<file path="config.mk">
export PLATFORM = sky130hd
export DESIGN_NAME = can_irq_status_unit
export DESIGN_NICKNAME = d
export VERILOG_FILES = /design/src/rtl/can_irq_pkg.sv /design/src/rtl/can_irq_rxtrack.sv /design/src/rtl/can_irq_flags.sv /design/src/rtl/can_irq_gate.sv /design/src/rtl/can_irq_status_unit.sv
export SDC_FILE = /design/constraint.sdc
export NUM_CORES = 1
export LEC_CHECK = 0
export ABC_AREA = 0
export BUFFER_PORTS_ARGS = -buffer_cell sky130_fd_sc_hd__buf_2
export CORE_MARGIN = 10
export CORE_UTILIZATION = 60
export CTS_CLUSTER_DIAMETER = 200
export DETAILED_ROUTE_END_ITERATION = 8
export PLACE_DENSITY = 0.85
export SLEW_MARGIN = 20
export SYNTH_ARGS = -nofsm -noshare
export SYNTH_HDL_FRONTEND = slang
export SYNTH_SLANG_ARGS = --single-unit
</file>
<file path="constraint.sdc">
create_clock -name clk -period 13.9 [get_ports clk]
set_input_delay 2.085 -clock clk [delete_from_list [all_inputs] [get_ports clk]]
set_output_delay 2.085 -clock clk [all_outputs]
set_load 0.05 [all_outputs]
</file>
<file path="src/rtl/can_irq_pkg.sv">
package can_irq_pkg;

    typedef enum logic [2:0] {
        A_CTRL  = 3'd0,
        A_CMD   = 3'd1,
        A_STAT  = 3'd2,
        A_IFLAG = 3'd3,
        A_IEN   = 3'd4,
        A_CDIV  = 3'd5,
        A_PEND  = 3'd6,
        A_FILL  = 3'd7
    } reg_addr_e;

    localparam int MODE_BIT    = 7;
    localparam int ST_RXFULL   = 0;
    localparam int ST_OVR      = 1;
    localparam int ST_RXBUSY   = 4;
    localparam int ST_TXBUSY   = 5;
    localparam int IF_RX       = 0;
    localparam int IF_TX       = 1;
    localparam int IF_OVR      = 3;
    localparam int CMD_RELEASE = 2;
    localparam int CMD_CLROVR  = 3;

    typedef struct packed {
        logic accept;
        logic overrun;
        logic last_release;
        logic pend_nz;
    } rx_evt_t;

    typedef struct packed {
        logic rd_iflag;
        logic clr_ovr;
        logic rx_begin;
        logic tx_begin;
        logic tx_done;
    } flag_ctl_t;

    function automatic logic irq_level(input logic ext, input logic [7:0] ien,
                                       input logic [7:0] ctrl, input logic [7:0] iflag);
        if (ext) return |(ien & iflag);
        return |((ctrl >> 1) & iflag);
    endfunction

endpackage

</file>
<file path="src/rtl/can_irq_rxtrack.sv">
module can_irq_rxtrack
    import can_irq_pkg::*;
#(
    parameter int CAP_BYTES = 64,
    parameter int LEN_W     = 4,
    localparam int FILL_W   = $clog2(CAP_BYTES + 1)
) (
    input  logic              clk,
    input  logic              rst,
    input  logic              rx_valid,
    input  logic [LEN_W-1:0]  rx_len,
    input  logic              release_req,
    output rx_evt_t           evt,
    output logic [FILL_W-1:0] pend_cnt,
    output logic [FILL_W-1:0] fill
);
    localparam int SUM_W = (FILL_W > LEN_W ? FILL_W : LEN_W) + 1;
    localparam logic [FILL_W-1:0] CNT_MAX = {FILL_W{1'b1}};

    logic [SUM_W-1:0]  sum;
    logic              fits, rel_ok;
    logic [FILL_W-1:0] cnt_nx, fill_nx;

    always_comb begin
        sum    = SUM_W'(fill) + SUM_W'(rx_len);
        fits   = (sum <= SUM_W'(CAP_BYTES)) && (pend_cnt != CNT_MAX);
        rel_ok = release_req && (pend_cnt != '0);
        evt.accept  = rx_valid && fits;
        evt.overrun = rx_valid && !fits;
        cnt_nx = pend_cnt + FILL_W'(evt.accept) - FILL_W'(rel_ok);
        evt.last_release = rel_ok && (cnt_nx == '0);
        evt.pend_nz      = (cnt_nx != '0);
        if (evt.last_release)
            fill_nx = '0;
        else if (evt.accept)
            fill_nx = FILL_W'(sum);
        else
            fill_nx = fill;
    end

    always_ff @(posedge clk) begin
        if (rst) begin
            pend_cnt <= '0;
            fill     <= '0;
        end else begin
            pend_cnt <= cnt_nx;
            fill     <= fill_nx;
        end
    end

    p_fill_cap_r5: assert property (@(posedge clk) disable iff (rst)
        fill <= FILL_W'(CAP_BYTES));

    p_overrun_keeps_state_r5: assert property (@(posedge clk) disable iff (rst)
        (rx_valid && !fits && !release_req) |=> ($stable(pend_cnt) && $stable(fill)));

    p_idle_release_r7: assert property (@(posedge clk) disable iff (rst)
        (release_req && pend_cnt == '0 && !rx_valid) |=> (pend_cnt == '0 && $stable(fill)));

endmodule

</file>
<file path="src/rtl/can_irq_flags.sv">
module can_irq_flags
    import can_irq_pkg::*;
(
    input  logic       clk,
    input  logic       rst,
    input  flag_ctl_t  ctl,
    input  rx_evt_t    evt,
    output logic [7:0] status,
    output logic [7:0] iflag
);
    logic [7:0] ns, nf;

    always_comb begin
        ns = status;
        nf = iflag;
        if (ctl.rd_iflag) begin
            nf = '0;
            nf[IF_RX] = evt.pend_nz;
        end
        if (evt.last_release) begin
            ns[ST_RXFULL] = 1'b0;
            nf[IF_RX]     = 1'b0;
        end
        if (ctl.clr_ovr) begin
            ns[ST_OVR] = 1'b0;
            nf[IF_OVR] = 1'b0;
        end
        if (ctl.rx_begin) ns[ST_RXBUSY] = 1'b1;
        if (ctl.tx_begin) ns[ST_TXBUSY] = 1'b1;
        if (evt.accept) begin
            nf[IF_RX]     = 1'b1;
            ns[ST_RXFULL] = 1'b1;
            ns[ST_RXBUSY] = 1'b0;
        end
        if (evt.overrun) begin
            nf[IF_OVR]    = 1'b1;
            ns[ST_OVR]    = 1'b1;
            ns[ST_RXBUSY] = 1'b0;
        end
        if (ctl.tx_done) begin
            nf[IF_TX]     = 1'b1;
            ns[ST_TXBUSY] = 1'b0;
        end
    end

    always_ff @(posedge clk) begin
        if (rst) begin
            status <= '0;
            iflag  <= '0;
        end else begin
            status <= ns;
            iflag  <= nf;
        end
    end

    p_accept_sets_r4: assert property (@(posedge clk) disable iff (rst)
        evt.accept |=> (iflag[IF_RX] && status[ST_RXFULL] && !status[ST_RXBUSY]));

    p_txdone_r6: assert property (@(posedge clk) disable iff (rst)
        ctl.tx_done |=> (iflag[IF_TX] && !status[ST_TXBUSY]));

    p_clear_overrun_r8: assert property (@(posedge clk) disable iff (rst)
        (ctl.clr_ovr && !evt.overrun) |=> (!iflag[IF_OVR] && !status[ST_OVR]));

    p_read_clears_r9: assert property (@(posedge clk) disable iff (rst)
        (ctl.rd_iflag && !evt.pend_nz && !evt.accept && !evt.overrun && !ctl.tx_done)
        |=> (iflag == 8'h00));

endmodule

</file>
<file path="src/rtl/can_irq_gate.sv">
module can_irq_gate
    import can_irq_pkg::*;
(
    input  logic [7:0] cdiv,
    input  logic [7:0] ien,
    input  logic [7:0] ctrl,
    input  logic [7:0] iflag,
    output logic       irq
);
    always_comb irq = irq_level(cdiv[MODE_BIT], ien, ctrl, iflag);
endmodule

</file>
<file path="src/rtl/can_irq_status_unit.sv">
module can_irq_status_unit
    import can_irq_pkg::*;
#(
    parameter int CAP_BYTES = 64,
    parameter int LEN_W     = 4
) (
    input  logic             clk,
    input  logic             rst,
    input  logic             wr_en,
    input  logic             rd_en,
    input  logic [2:0]       addr,
    input  logic [7:0]       wr_data,
    output logic [7:0]       rd_data,
    input  logic             rx_begin,
    input  logic             rx_done,
    input  logic [LEN_W-1:0] rx_len,
    input  logic             tx_begin,
    input  logic             tx_done,
    output logic             irq
);
    localparam int FILL_W = $clog2(CAP_BYTES + 1);

    reg_addr_e         ra;
    logic [7:0]        ctrl_q, ien_q, cdiv_q, status, iflag;
    logic [FILL_W-1:0] pend_cnt, fill;
    logic              cmd_wr;
    rx_evt_t           evt;
    flag_ctl_t         ctl;

    always_comb begin
        ra     = reg_addr_e'(addr);
        cmd_wr = wr_en && (ra == A_CMD);
        ctl.rd_iflag = rd_en && (ra == A_IFLAG);
        ctl.clr_ovr  = cmd_wr && wr_data[CMD_CLROVR];
        ctl.rx_begin = rx_begin;
        ctl.tx_begin = tx_begin;
        ctl.tx_done  = tx_done;
    end

    always_ff @(posedge clk) begin
        if (rst) begin
            ctrl_q  <= '0;
            ien_q   <= '0;
            cdiv_q  <= '0;
            rd_data <= '0;
        end else begin
            if (wr_en) begin
                case (ra)
                    A_CTRL:  ctrl_q <= wr_data;
                    A_IEN:   ien_q  <= wr_data;
                    A_CDIV:  cdiv_q <= wr_data;
                    default: ;
                endcase
            end
            if (rd_en) begin
                case (ra)
                    A_CTRL:  rd_data <= ctrl_q;
                    A_STAT:  rd_data <= status;
                    A_IFLAG: rd_data <= iflag;
                    A_IEN:   rd_data <= ien_q;
                    A_CDIV:  rd_data <= cdiv_q;
                    A_PEND:  rd_data <= 8'(pend_cnt);
                    A_FILL:  rd_data <= 8'(fill);
                    default: rd_data <= '0;
                endcase
            end
        end
    end

    can_irq_rxtrack #(.CAP_BYTES(CAP_BYTES), .LEN_W(LEN_W)) u_rx (
        .clk         (clk),
        .rst         (rst),
        .rx_valid    (rx_done),
        .rx_len      (rx_len),
        .release_req (cmd_wr && wr_data[CMD_RELEASE]),
        .evt         (evt),
        .pend_cnt    (pend_cnt),
        .fill        (fill)
    );

    can_irq_flags u_flags (
        .clk    (clk),
        .rst    (rst),
        .ctl    (ctl),
        .evt    (evt),
        .status (status),
        .iflag  (iflag)
    );

    can_irq_gate u_gate (
        .cdiv  (cdiv_q),
        .ien   (ien_q),
        .ctrl  (ctrl_q),
        .iflag (iflag),
        .irq   (irq)
    );

    p_pending_needs_rxflag_r7: assert property (@(posedge clk) disable iff (rst)
        (evt.last_release && !evt.accept) |=> (!status[ST_RXFULL] && fill == '0));

endmodule

</file>
---- After elaboration in Yosys (flattened, before gate mapping) ----
Index checks and enable logic that the tools add are counted.
word-level totals
  register bits ........................... 53
  latch bits .............................. 0
  RAM bits ................................ 0
  bits in read-only memories .............. 0
  bits of input ports ..................... 23
  output and inout bits ................... 9
  word-level logic and storage cells ...... 68
  memories kept ........................... 0
operators by class
  add/subtract/negate cells ............... 3
  $mul .................................... 0
  div/mod/pow operators ................... 0
  $lt $le $gt $ge ......................... 1
  eq/ne operators ......................... 8
  shift operators ......................... 0
  multiplexer cells ....................... 14
  bitwise operators ....................... 2
  reduce and logical (&&, ||, !) cells .... 27
operators by type and width
  cell                                                                    number
  8-bit case mux with 7 select lines                                      1
  8-bit OR reduction                                                      2
  7-bit nonzero test                                                      2
  3-bit equality test (second input constant)                             4
  1-bit two-way mux                                                       12
  1-bit logical AND                                                       9
  7-bit by 4-bit adder with 8-bit output                                  1
  8-bit by 4-bit AND with 8-bit output                                    1
  8-bit by 7-bit <= comparator with 1-bit output (second input constant)  1
  7-bit by 1-bit adder with 7-bit output                                  1
  7-bit by 4-bit AND with 7-bit output                                    1
  7-bit logical NOT                                                       1
  7-bit != test (second input constant)                                   1
  7-bit by 1-bit subtractor with 7-bit output                             1
  3-bit by 2-bit equality test with 1-bit output (second input constant)  2
  2-bit AND reduction                                                     3
  2-bit nonzero test                                                      3
  3-bit nonzero test                                                      2
  4-bit two-way mux                                                       1
  2-bit OR reduction                                                      2
  3-bit by 1-bit equality test with 1-bit output (second input constant)  1
  3-bit logical NOT                                                       1
  3-bit OR reduction                                                      1
  1-bit logical NOT                                                       1

---- Longest topological paths before layout ----
  depth in word-level cells ............... 10
  mapped depth ............................ 18
  mapped depth without buffers ............ 18

---- Hierarchy ----
From an unflattened synthesis, not the netlist that was laid out.
second synthesis, totals
  cell total of the unflattened synthesis .. 379
  area total of the unflattened synthesis .. 3179.3 um^2
by module, submodules not included
  module               times used  cells an instance  area each (um^2)  sequential area each (um^2)
  can_irq_status_unit  1           195                1621.6            640.6
  can_irq_rxtrack      1           138                1154.9            280.3
  can_irq_flags        1           36                 316.6             140.1
  can_irq_gate         1           10                 86.3              0.0

---- Worst setup path after synthesis ----
OpenSTA, ideal clock, no wires.
  kind .................................... input to register
  from .................................... in rx_len[0]
  to ...................................... reg u_flags.iflag[0]
  library setup time ...................... 122 ps
  arrival time ............................ 5658 ps
  data required time ...................... 13778 ps
  slack ................................... 8120 ps
  cell stages on the path ................. 17
  buffers on the path ..................... 0
  cell sequence ........................... ha_1 -> fa_1 -> a211o_1 -> o21ai_0 -> xor2_1 -> and4_1 -> o21ai_0 -> ha_1 -> inv_1 -> ha_1 -> inv_1 -> fa_1 -> nor2b_1 -> o311ai_1 -> a211oi_1 -> a41oi_1 -> a311o_1
on the way
  longest elaborated chain between the ends .. 10
  elaborated cells between the ends (all ways) .. 13
  those cells by class .................... 3 x add/sub; 1 x order compare; 3 x mux; 6 x reduce/logical
RTL lines
  item                                                     RTL line                                      source
  start, declared                                          can_irq_status_unit.sv:16                     input logic [LEN_W-1:0] rx_len,
  7-bit by 4-bit adder with 8-bit output (*)               can_irq_rxtrack.sv:25                         sum = SUM_W'(fill) + SUM_W'(rx_len);
  8-bit by 7-bit <= comparator with 1-bit output (*)       can_irq_rxtrack.sv:26                         fits = (sum <= SUM_W'(CAP_BYTES)) && (pend_cnt != CNT_MAX);
  1-bit logical AND (*)                                    can_irq_rxtrack.sv:26
  1-bit logical AND (*)                                    can_irq_rxtrack.sv:28                         evt.accept = rx_valid && fits;
  7-bit by 1-bit adder with 7-bit output                   can_irq_rxtrack.sv:30                         cnt_nx = pend_cnt + FILL_W'(evt.accept) - FILL_W'(rel_ok);
  7-bit by 1-bit subtractor with 7-bit output              can_irq_rxtrack.sv:30
  7-bit nonzero test or 7-bit logical NOT (tied branches)  can_irq_rxtrack.sv:32, can_irq_rxtrack.sv:31
  4-bit two-way mux or 1-bit logical AND (tied branches)   can_irq_flags.sv:16, can_irq_rxtrack.sv:31
  1-bit two-way mux                                        can_irq_flags.sv:20                           if (evt.last_release) begin
  1-bit two-way mux                                        can_irq_flags.sv:30                           if (evt.accept) begin
  end signal, assigned                                     can_irq_flags.sv:52                           iflag <= nf;
  end, declared                                            can_irq_flags.sv:9                            output logic [7:0] iflag
Every way passes the cells marked *; elsewhere a longest branch is shown, timed or not. The select of a mux whose other input is x is not followed.
A chain may end at the register's enable or synchronous reset.

---- Worst setup path in the final report ----
Same ends and word-level chain as after synthesis.

==> summary.md <==
| Metric | Value |
|---|---|
| Util after Layout | 0.673 |
| Clock transition at path regs | 0.10 ns |
| Max VDD drop | 0.0000685 V |
| Sequential share of the synthesized area | 0.367 |
| Skew final | 0.00844 ns |
| Sequential power share | 0.447 |
| P per Cell Area | 126 mW/mm2 |
| Slew Limit Fails | 0 |
| Final Hold Viols | 0 |
| First-pass DRT Iterations | 5 |
| Skew-Pair Late Insertion Delay | 0.31 ns |
| Yosys synthesis warning count | 0 |
| TritonCTS clock tree | yes |
| Gate power share | 0.332 |
| Hold WC Path Type | flop to flop |
| Slew headroom | 0.347 |
| DRC | 0 |
| Gr ovfl total | 0 |
| Initial Util | 0.616 |
| Fillers | 395 |
| Placed wire-length estimate | 5350 um |
| Netlist Area Pre-Place | 0.00289 mm2 |
| Fmax | 0.168 GHz |
| DRT antenna net count | 0 |
| DR iter-0 viols | 306 |
| Most frequent cells in the layout | nand2_1, dfxtp_1, a21oi_1 |
| Initial antenna violation count | 0 |
| Area Growth Syn to Fin | 9.18% |
| Crit share post-route | 0.428 |
| CP Capture Type | flop |
| Number of enable flip-flop cells after synthesis | 0 |
| Top Ports | 32 |
| Clock tree sinks | 53 |
| Die height | 89.4 um |
| Endpoints failing setup | 0 |
| Worst setup SP type | input port |
| Worst EP required | 14.10 ns |
| Chip width | 89.4 um |
| Post-synth ARST share | 0 |
| Slew of the pin with the lowest slew margin | 0.972 ns |
| Layout cells sized above 1 | 0.134 |
| Yosys reg bits | 53 |
| Min Clock Period, post-route | 5.95 ns |
| Placer Congestion | 0.905 |
| Setup_tns | 0 ns |
| Ant diodes | 0 |
| Root Driver | clkbuf_8 |
| Cts hold-fix bufs | 0 |
| Max-Cap Viols | 0 |
| Critical Path AT | 6.15 ns |
| TritonCTS buffer count | 5 |
| CTS resizes | 0 |
| Nets | 413 |
| CTS Buffer Depth | 2 |
| H-tree depth | 2 |
| Syn Nets | 388 |
| Setup bufs post-CTS | 0 |
| Worst-path cell chain | buf_2 -> ha_1 -> fa_1 -> a211o_1 -> o21ai_0 -> xor2_1 -> and4_1 -> o21ai_0 -> ha_1 -> inv_1 -> ha_1 -> inv_1 -> fa_1 -> nor2b_1 -> o311ai_1 -> o21ai_0 -> a211oi_1 -> a41oi_1 -> a311o_1 |
| Top FF cell, synth | dfxtp_1 |
| Post-synthesis cell count | 348 |
| Maximum fanout along the worst path | 4 |
| Core Region | 0.00469 mm2 |
| Synth cell types | 55 |
| Number of cell rows | 25 |
| CP peak stage delay | 0.41 ns |
| Synth Area per Inst | 8.31 um2 |
| Vias in the first global route | 2535 |
| Drt total wl | 7130 um |
| Status | finished clean |
| Internal Power | 0.253 mW |
| Global-route usage over all layers | 0.185 |
| Lkg Pwr | 1.24 nW |
| RSZ-0062 raised after global routing | no |
| Path type of the worst setup path | input port to flop |
| Via Count | 2672 |
| PortBufs | 31 |
| Clock share of power | 0.221 |
| First-pass GRT wire length | 11800 um |
| Total Die Area | 0.00799 mm2 |
| Via density | 6.24 |
| Wire per inst | 16.6 um |
| P_sw | 0.146 mW |
| Critical Path Slowest Stage Cell | fa_1 |
| Largest net degree at the start of global routing | 49 |
| Most common cell after layout, fill and taps aside | nand2_1 |
| Sw frac | 0.366 |
## worst paths after layout
kind | startpoint | to | slack, ns | cells past startpoint
setup / recovery | rx_len[0] | u_flags.iflag[0]$_SDFFE_PP0P_ | 7.95 | 19
hold / removal | cdiv_q[1]$_SDFFE_PP0P_ | cdiv_q[1]$_SDFFE_PP0P_ | 0.46 | 2
setup reg to reg | u_rx.fill[0]$_SDFFE_PP0P_ | u_flags.iflag[0]$_SDFFE_PP0P_ | 9.50 | 18
hold reg to reg | cdiv_q[1]$_SDFFE_PP0P_ | cdiv_q[1]$_SDFFE_PP0P_ | 0.46 | 2
## sequential cells by signal, summed over array words and instances (netlist names)
signal,count
u_rx.fill,7
ien_q,8
u_rx.pend_cnt,7
u_flags.status,4
rd_data,8
u_flags.iflag,3
cdiv_q,8
ctrl_q,8
## through the flow
| stage | instance area (um2) | std cells | hold slack, ns | power, mW | setup slack (ns) |
|---|---|---|---|---|---|
| 3_5_place_dp | 3060 | 420 | 0.446 | 0.310 | 7.66 |
| 5_1_grt | 3160 | 428 | 0.482 | 0.423 | 7.50 |
| 3_3_place_gp | 3060 | 420 | 0.440 | 0.305 | 7.83 |
| 4_1_cts | 3160 | 428 | 0.459 | 0.397 | 7.98 |
| 6_report | 3160 | 428 | 0.458 | 0.398 | 7.95 |
| 2_1_floorplan | 2890 | 348 | 0.422 | 0.276 | 8.12 |
## worst max-delay path, delay by kind of cell
family / cells / cell delay, ns
compound gates: 8 / 1.98
xor+xnor: 1 / 0.24
fa+ha+maj: 5 / 1.30
buf+inv: 3 / 0.21
simple gates: 2 / 0.35
## metal layers
metal | GRT usage | wire length, um | part of all wire
met5 | 0 | 0 | 0
met4 | 0.0636 | 125 | 0.018
met3 | 0.0310 | 535 | 0.075
met2 | 0.292 | 3270 | 0.46
met1 | 0.248 | 3190 | 0.45
## kinds of logic (layout without fill, tap and decap cells)
group           Yosys count  in the layout  synth area share
buf+inv                  23             49            0.0299
xor+xnor                  9              9            0.0273
compound gates           97             97             0.214
mux                      13             13            0.0589
simple gates            136            136             0.224
flops                    53             53             0.367
fa+ha+maj                17             17            0.0788
## synthesized netlist by cell type, drive strengths merged, types with 2 or more instances
| library cell | count | share of area |
|---|---|---|
| a211oi | 6 | 0.016 |
| a21o | 2 | 0.0052 |
| a21oi | 42 | 0.073 |
| a222oi | 2 | 0.0069 |
| a22oi | 5 | 0.013 |
| a41oi | 2 | 0.0087 |
| and2 | 2 | 0.0043 |
| and3 | 3 | 0.0069 |
| and3b | 2 | 0.0061 |
| buf | 3 | 0.0039 |
| clkbuf | 10 | 0.013 |
| dfxtp | 53 | 0.37 |
| fa | 2 | 0.014 |
| ha | 15 | 0.065 |
| inv | 9 | 0.012 |
| mux2 | 2 | 0.0078 |
| mux2i | 8 | 0.028 |
| mux4 | 3 | 0.023 |
| nand2 | 61 | 0.079 |
| nand2b | 8 | 0.017 |
| nand3 | 9 | 0.016 |
| nor2 | 24 | 0.031 |
| nor2b | 11 | 0.024 |
| nor3 | 6 | 0.012 |
| o21ai | 20 | 0.035 |
| o311ai | 2 | 0.0061 |
| o31ai | 3 | 0.0078 |
| or4 | 3 | 0.0078 |
| xor2 | 9 | 0.027 |
## power by group through the flow
| stage | sequential [mW] | combinational (mW) | clock [mW] |
|---|---|---|---|
| 2_1_floorplan | 0.178 | 0.0981 | 0 |
| 3_3_place_gp | 0.181 | 0.124 | 0 |
| 3_5_place_dp | 0.181 | 0.129 | 0 |
| 4_1_cts | 0.178 | 0.130 | 0.0892 |
| 5_1_grt | 0.180 | 0.147 | 0.0963 |
| 6_report | 0.178 | 0.132 | 0.0879 |
## area by class of cell
class | count | area [um2] | area share
multi-input combinational | 272 | 1740 | 0.552
timing repair buffer | 31 | 155 | 0.0492
clock buffer | 5 | 68.8 | 0.0218
clock inverter | 3 | 22.5 | 0.00714
tap | 54 | 67.6 | 0.0214
inverter | 10 | 37.5 | 0.0119
sequential | 53 | 1060 | 0.336
No activity file was read; power rests on OpenSTA's default activity.
